File: config.mk
export PLATFORM = sky130hd
export DESIGN_NAME = flc_link_framer
export DESIGN_NICKNAME = d
export VERILOG_FILES = /design/src/rtl/flc_pkg.sv /design/src/rtl/flc_credit.sv /design/src/rtl/flc_rx.sv /design/src/rtl/flc_tx.sv /design/src/rtl/flc_link_framer.sv
export SDC_FILE = /design/constraint.sdc
export NUM_CORES = 1
export LEC_CHECK = 0
export BUFFER_PORTS_ARGS = -buffer_cell sky130_fd_sc_hd__clkbuf_2
export CORE_ASPECT_RATIO = 1.4
export CORE_MARGIN = 2
export CORE_UTILIZATION = 25
export CTS_BUF_LIST = sky130_fd_sc_hd__clkbuf_8
export CTS_CLUSTER_DIAMETER = 60
export DETAILED_ROUTE_END_ITERATION = 6
export PLACE_DENSITY = 0.41
export RECOVER_POWER = 25
export SYNTH_ARGS = -nofsm -noshare
export SYNTH_HDL_FRONTEND = slang
export SYNTH_HIERARCHICAL = 1
export SYNTH_SLANG_ARGS = --single-unit
File: constraint.sdc
create_clock -name clk -period 2.5 [get_ports clk]
set_input_delay 0.5 -clock clk [delete_from_list [all_inputs] [get_ports clk]]
set_output_delay 0.5 -clock clk [all_outputs]
set_load 0.02 [all_outputs]
File: src/rtl/flc_pkg.sv
package flc_pkg;
    localparam int CNT_W      = 3;
    localparam int WORD_SHIFT = 3;
    localparam int LEN_W      = CNT_W + WORD_SHIFT;
    localparam int MAX_WORDS  = (1 << CNT_W) - 1;
    localparam int MAX_BYTES  = MAX_WORDS << WORD_SHIFT;

    typedef enum logic {
        MODE_CTRL = 1'b0,
        MODE_DATA = 1'b1
    } dir_mode_e;

    typedef struct packed {
        dir_mode_e        mode;
        logic             busy;
        logic             err;
        logic [CNT_W-1:0] words;
        logic [LEN_W-1:0] left;
        logic [LEN_W-1:0] rem;
    } tx_state_t;

    typedef struct packed {
        dir_mode_e        mode;
        logic [LEN_W-1:0] rem;
        logic [CNT_W-1:0] pcred;
        logic             sval;
        logic [7:0]       sdat;
    } rx_state_t;
endpackage

File: src/rtl/flc_credit.sv
module flc_credit
    import flc_pkg::*;
#(
    parameter int FREE_W = 8
) (
    input  logic [FREE_W-1:0] sink_free,
    output logic [CNT_W-1:0]  local_credit
);
    logic [FREE_W-1:0] words_avail;

    always_comb begin
        words_avail = sink_free >> WORD_SHIFT;
        if (words_avail > FREE_W'(MAX_WORDS))
            local_credit = CNT_W'(MAX_WORDS);
        else
            local_credit = words_avail[CNT_W-1:0];
    end
endmodule

File: src/rtl/flc_rx.sv
module flc_rx
    import flc_pkg::*;
(
    input  logic             clk,
    input  logic             rst_n,
    input  logic             slot,
    input  logic [7:0]       rx_byte,
    output logic [CNT_W-1:0] peer_credit,
    output logic             sink_valid,
    output logic [7:0]       sink_data
);
    rx_state_t rx_d, rx_q;

    always_comb begin
        rx_d      = rx_q;
        rx_d.sval = 1'b0;
        if (slot) begin
            if (rx_q.mode == MODE_CTRL) begin
                rx_d.pcred = rx_byte[CNT_W-1:0];
                if (rx_byte[2*CNT_W-1:CNT_W] != '0) begin
                    rx_d.mode = MODE_DATA;
                    rx_d.rem  = {rx_byte[2*CNT_W-1:CNT_W], {WORD_SHIFT{1'b0}}};
                end
            end else begin
                rx_d.sval = 1'b1;
                rx_d.sdat = rx_byte;
                rx_d.rem  = rx_q.rem - LEN_W'(1);
                if (rx_q.rem == LEN_W'(1))
                    rx_d.mode = MODE_CTRL;
            end
        end
    end

    always_ff @(posedge clk or negedge rst_n) begin
        if (!rst_n) rx_q <= '0;
        else        rx_q <= rx_d;
    end

    assign peer_credit = rx_q.pcred;
    assign sink_valid  = rx_q.sval;
    assign sink_data   = rx_q.sdat;


    sink_after_slot_chk: assert property (@(posedge clk) disable iff (!rst_n)
        sink_valid |-> $past(slot));


    credit_frozen_in_data_chk: assert property (@(posedge clk) disable iff (!rst_n)
        (rx_q.mode == MODE_DATA) |=> $stable(peer_credit));


    data_count_live_chk: assert property (@(posedge clk) disable iff (!rst_n)
        (rx_q.mode == MODE_DATA) |-> (rx_q.rem != '0));
endmodule

File: src/rtl/flc_tx.sv
module flc_tx
    import flc_pkg::*;
(
    input  logic             clk,
    input  logic             rst_n,
    input  logic             slot,
    input  logic             req,
    input  logic [LEN_W-1:0] req_len,
    input  logic [7:0]       src_data,
    input  logic [CNT_W-1:0] peer_credit,
    input  logic [CNT_W-1:0] local_credit,
    output logic [7:0]       tx_byte,
    output logic             src_take,
    output logic             busy,
    output logic             err
);
    tx_state_t        tx_d, tx_q;
    logic [CNT_W-1:0] words_req;
    logic             len_ok;
    logic             launch;

    always_comb begin
        words_req = req_len[LEN_W-1:WORD_SHIFT]
                  + CNT_W'(|req_len[WORD_SHIFT-1:0]);
        len_ok    = (req_len != '0) && (req_len <= LEN_W'(MAX_BYTES));
        launch    = (tx_q.mode == MODE_CTRL) && tx_q.busy
                  && (peer_credit >= tx_q.words);

        if (tx_q.mode == MODE_CTRL)
            tx_byte = {2'b00, (launch ? tx_q.words : {CNT_W{1'b0}}), local_credit};
        else
            tx_byte = (tx_q.left != '0) ? src_data : 8'h00;
        src_take = slot && (tx_q.mode == MODE_DATA) && (tx_q.left != '0);

        tx_d     = tx_q;
        tx_d.err = 1'b0;
        if (req && !tx_q.busy) begin
            if (len_ok) begin
                tx_d.busy  = 1'b1;
                tx_d.words = words_req;
                tx_d.left  = req_len;
            end else begin
                tx_d.err = 1'b1;
            end
        end
        if (slot) begin
            if (launch) begin
                tx_d.mode = MODE_DATA;
                tx_d.rem  = {tx_q.words, {WORD_SHIFT{1'b0}}};
            end else if (tx_q.mode == MODE_DATA) begin
                tx_d.rem = tx_q.rem - LEN_W'(1);
                if (tx_q.left != '0)
                    tx_d.left = tx_q.left - LEN_W'(1);
                if (tx_q.rem == LEN_W'(1)) begin
                    tx_d.mode = MODE_CTRL;
                    tx_d.busy = 1'b0;
                end
            end
        end
    end

    always_ff @(posedge clk or negedge rst_n) begin
        if (!rst_n) tx_q <= '0;
        else        tx_q <= tx_d;
    end

    assign busy = tx_q.busy;
    assign err  = tx_q.err;


    announce_within_credit_chk: assert property (@(posedge clk) disable iff (!rst_n)
        (slot && tx_q.mode == MODE_CTRL && tx_byte[5:3] != '0)
            |-> (tx_byte[5:3] <= peer_credit));


    ctrl_top_zero_chk: assert property (@(posedge clk) disable iff (!rst_n)
        (tx_q.mode == MODE_CTRL) |-> (tx_byte[7:6] == 2'b00));


    idle_in_ctrl_chk: assert property (@(posedge clk) disable iff (!rst_n)
        !busy |-> (tx_q.mode == MODE_CTRL));


    reject_stays_idle_chk: assert property (@(posedge clk) disable iff (!rst_n)
        err |-> !busy);


    take_only_in_data_chk: assert property (@(posedge clk) disable iff (!rst_n)
        src_take |-> (busy && slot));
endmodule

File: src/rtl/flc_link_framer.sv
module flc_link_framer
    import flc_pkg::*;
#(
    parameter int FREE_W = 8
) (
    input  logic              clk,
    input  logic              rst_n,
    input  logic              slot,
    input  logic [7:0]        rx_byte,
    output logic [7:0]        tx_byte,
    input  logic [FREE_W-1:0] sink_free,
    output logic              sink_valid,
    output logic [7:0]        sink_data,
    input  logic              req,
    input  logic [LEN_W-1:0]  req_len,
    input  logic [7:0]        src_data,
    output logic              src_take,
    output logic              busy,
    output logic              err
);
    logic [CNT_W-1:0] local_credit;
    logic [CNT_W-1:0] peer_credit;

    flc_credit #(.FREE_W(FREE_W)) u_credit (
        .sink_free    (sink_free),
        .local_credit (local_credit)
    );

    flc_rx u_rx (
        .clk         (clk),
        .rst_n       (rst_n),
        .slot        (slot),
        .rx_byte     (rx_byte),
        .peer_credit (peer_credit),
        .sink_valid  (sink_valid),
        .sink_data   (sink_data)
    );

    flc_tx u_tx (
        .clk          (clk),
        .rst_n        (rst_n),
        .slot         (slot),
        .req          (req),
        .req_len      (req_len),
        .src_data     (src_data),
        .peer_credit  (peer_credit),
        .local_credit (local_credit),
        .tx_byte      (tx_byte),
        .src_take     (src_take),
        .busy         (busy),
        .err          (err)
    );


    credit_fits_free_chk: assert property (@(posedge clk) disable iff (!rst_n)
        ({{(FREE_W-LEN_W){1'b0}}, local_credit, {WORD_SHIFT{1'b0}}} <= sink_free));


    credit_saturates_chk: assert property (@(posedge clk) disable iff (!rst_n)
        (sink_free >= FREE_W'(MAX_BYTES)) |-> (local_credit == CNT_W'(MAX_WORDS)));
endmodule

==> metrics.yaml <==
run_status:
  status: "complete, no violations"
clock_network:
  clk_pin_slew_worst_paths_ns: 0.09
  root_buffer: "clkbuf_8"
  clkLatencyLatePin_ns: 0.29
  ctsLongestPathBuffers: 2
  cts_hold_buf: 0
  cts_tree: "yes"
  numCtsBuffers: 5
  cts_sinks: 37
  htreeDepth: 2
worst_setup_path:
  crit_type: "flop to output port"
  arrival_ns: 1.88
  critical_path.top_delay_family: "compound AO/OA/AOI/OAI gates"
  critPathBufInv: 3
  crit_top_cell: "buf_4"
  crit_path_end_kind: "output port"
  slowest_stage: "dfrtp_1"
  worstSetupStartpointType: "flop"
  max_stage_delay_ns: 0.41
  critPathMaxFanout: 5
  path_cells: "inv_1 > ha_1 > a21oi_1 > a211oi_2 > buf_4 > a32o_1 > buf_4"
  worst-endpoint-required_ns: 2.00
route:
  met2WireLength_um: 2770
  drcViolationCount: 0
  dr_total_vias: 1831
  wl_met3_um: 230
  drtIter0Drc: 40
  routed_wl_um: 5410
  drt-vias-per-instance: 4.81
  wire_per_inst_um: 14.2
  wirelength_met1_um: 2330
  drtAntennaViolNets: 0
  drtPass1Iterations: 6
  top_layer_used: "met4"
cells_and_area:
  nFillCells: 935
  finalNetCount: 320
  drive_gt1_share_pct: 30.8
  syn2layout_area_growth_pct: 21.3
  final_util_pct: 31.1
  instances_no_fill: 381
  diodes: 0
sta:
  hold_violations: 0
  finalCriticalPeriod_ns: 2.38
  finClkSkew_ns: 0.0153
  setup_tns_ns: 0
  fmax_ghz: 0.420
  min_period_over_period_pct: 95.1
  worst_pin_slew_ns: 1.19
  finalSetupViolCount: 0
  fin_hold_ws_ns: 0.423
  rsz0062_at_grt: "no"
  maxSlewHeadroom_pct: 20.4
  slew_violations: 0
synth:
  ys_seq_area_share_pct: 41.9
  synth-simple-area-share_pct: 17.4
  synth_cell_types: 53
  netlist_instances: 227
  synth_top_family_by_area: "compound AO/OA/AOI/OAI gates"
  synth_edf_count: 0
  yosysWarnings: 6
  synthAdderAreaFrac_pct: 6.23
  synth_compound_area_share_pct: 19.1
  synthesis.area_um2: 2210
  synth_flop_cell: "dfrtp_1"
  postSynth.asyncResetShare_pct: 100
  muxShareOfSynthArea_pct: 6.06
  synth-xor-area-share_pct: 0.793
  ys_ff_latch: 37
  syn_area_per_cell_um2: 9.73
  synth_nets: 272
placed_design:
  dp_cells: 372
  port_buffers: 50
  place.gp.congestion: 0.773
  hpwl_um: 4160
pwr:
  p_switching_uw: 987
  p_seq_share_pct: 38.0
  combPwrFrac_pct: 38.0
  vdd_ir_drop_max_mv: 0.380
  intPower_mw: 1.64
  p_leak_nw: 1.27
  swShare_pct: 37.6
  power.density_nw_per_um2: 980
  clock_power_share_pct: 24.0
grt:
  track_usage_pct: 12.2
  first_global_vias: 1894
  grt_max_degree: 21
  grt_pass1_wl_um: 9250
  grt_antenna_before_repair: 0
  grt_overflow: 0
die:
  start_util_pct: 25.7
  dieArea_um2: 9620
  io-pin-count: 54
  core_area_um2: 8610
  die_y_um: 115
  rows: 40
  die_w_um: 83.5
min_path:
  hp-class: "input port to asynchronous set/reset pin"
run:
  drv_cap: 0
==> layout make-up <==
cell class / instances / area (µm²) / share of cell area, %
tap: 105 / 131 / 4.90
multi-input combinational: 153 / 1110 / 41.4
clock inverter: 3 / 65.1 / 2.43
inverter: 20 / 75.1 / 2.80
sequential: 37 / 927 / 34.6
timing repair buffer: 58 / 304 / 11.3
clock buffer: 5 / 68.8 / 2.57
==> worst reg2reg max path: stages (launching register included) <==
cell and delay (ns):
dfrtp_1 0.41, inv_1 0.07, ha_1 0.29, a21oi_1 0.18
a211oi_2 0.09, buf_4 0.16, o21ai_1 0.40, mux2_2 0.24
==> cells by family (layout without fill, tap and decap cells) <==
family                     count (synthesis)  after routing
and+or+nand+nor                           74             74
adders and majority gates                 11             11
DFF                                       37             37
AOI/OAI and AO/OA                         54             54
muxes                                     12             12
xor gates and xnor gates                   2              2
buffers and inverters                     37             86
==> Yosys cell counts, types with 2 or more instances <==
master / count / share of area [%]
nand3_1: 13 / 2.9
ha_1: 11 / 6.2
and3_1: 2 / 0.57
o211ai_1: 2 / 0.68
or3_1: 4 / 1.1
o22a_1: 2 / 0.79
nor2b_1: 3 / 0.85
nor4_1: 2 / 0.57
inv_1: 20 / 3.4
nand2_1: 21 / 3.6
o31ai_1: 2 / 0.68
dfrtp_1: 37 / 42
buf_4: 11 / 3.7
o22ai_1: 3 / 0.85
a221o_1: 4 / 1.8
a21boi_0: 2 / 0.68
nor2_1: 11 / 1.9
clkbuf_1: 4 / 0.68
and2_1: 2 / 0.57
nor3_1: 4 / 0.91
mux2_2: 11 / 5.6
a21o_1: 2 / 0.68
o21ai_0: 12 / 2.7
a21oi_1: 7 / 1.6
a32o_1: 3 / 1.4
o21ai_1: 2 / 0.45
a32oi_1: 2 / 0.79
nand2b_1: 3 / 0.85
==> worst paths after layout <==
| path | from | to | slack [ns] | cells after the start |
|---|---|---|---|---|
| worst max-delay path | u_tx/tx_q[14] | tx_byte[4] | 0.12 | 7 |
| worst max register to register | u_tx/tx_q[14] | u_tx/tx_q[0] | 0.59 | 7 |
| worst min-delay path | rst_n | u_rx/sink_data[4] | 0.42 | 1 |
| worst min register to register | u_rx/sink_data[3] | u_rx/sink_data[3] | 0.48 | 2 |
| min in group clk | rx_byte[7] | u_rx/sink_data[7] | 0.44 | 2 |
| max in group asynchronous | rst_n | u_tx/tx_q[12] | 0.95 | 2 |
==> stage by stage <==
| step | total power [mW] | worst slack, ns | instance area (µm²) |
|---|---|---|---|
| final | 2.63 | 0.122 | 2680 |
| after global routing | 2.86 | 0.0302 | 2680 |
| after CTS | 2.65 | 0.0276 | 2670 |
| after detailed placement | 2.00 | 0.331 | 2530 |
| after global placement | 1.98 | 0.312 | 2530 |
| after floorplan | 1.71 | 0.472 | 2210 |
==> layer usage <==
metal,vias to the layer above,GRT usage [%]
li1,898,-
met1,885,14.3
met2,42,22.3
met3,6,2.73
met4,0,3.76
met5,-,0
==> cell usage in the layout (no fill, tap or decap), types with 2 or more instances in the layout <==
cell type  instances
o22ai_1            3
a21boi_0           2
a32o_1             3
nand2_1           20
o22a_1             2
a32oi_1            2
dfrtp_1           36
nand3_1           13
bufinv_16          2
inv_1             20
nand2b_1           3
o21ai_1            2
mux2_2            11
nor2_1            11
o211ai_1           2
clkbuf_8           5
nor3_1             4
o31ai_1            2
o21ai_0           12
and2_1             2
or3_1              4
clkbuf_1           3
a21o_1             2
clkbuf_2          47
ha_1              11
buf_4              7
nor2b_1            3
a221o_1            4
and3_1             2
a21oi_1            7
==> flip-flops by register name, summed over array words and instances (netlist names) <==
register / cells
u_tx/err: 1
u_rx/peer_credit: 3
u_rx/rx_q: 7
u_rx/sink_valid: 1
u_rx/sink_data: 8
u_tx/tx_q: 16
u_tx/busy: 1
==> power groups by stage <==
stage,Clock [mW],Sequential [mW],Combinational (mW)
after floorplan,0,0.944,0.770
after global placement,0,1.01,0.971
after detailed placement,0,1.01,0.983
after CTS,0.659,1.01,0.984
after global routing,0.680,1.03,1.14
final,0.631,0.998,0.998
==> what timing repair did <==
item	CTS	global route
setup buffers	0	1
endpoints found under the hold margin	0	0
gates resized for setup	1	6
endpoints found under the setup margin	3	3
Power figures use the tool's default switching activity.
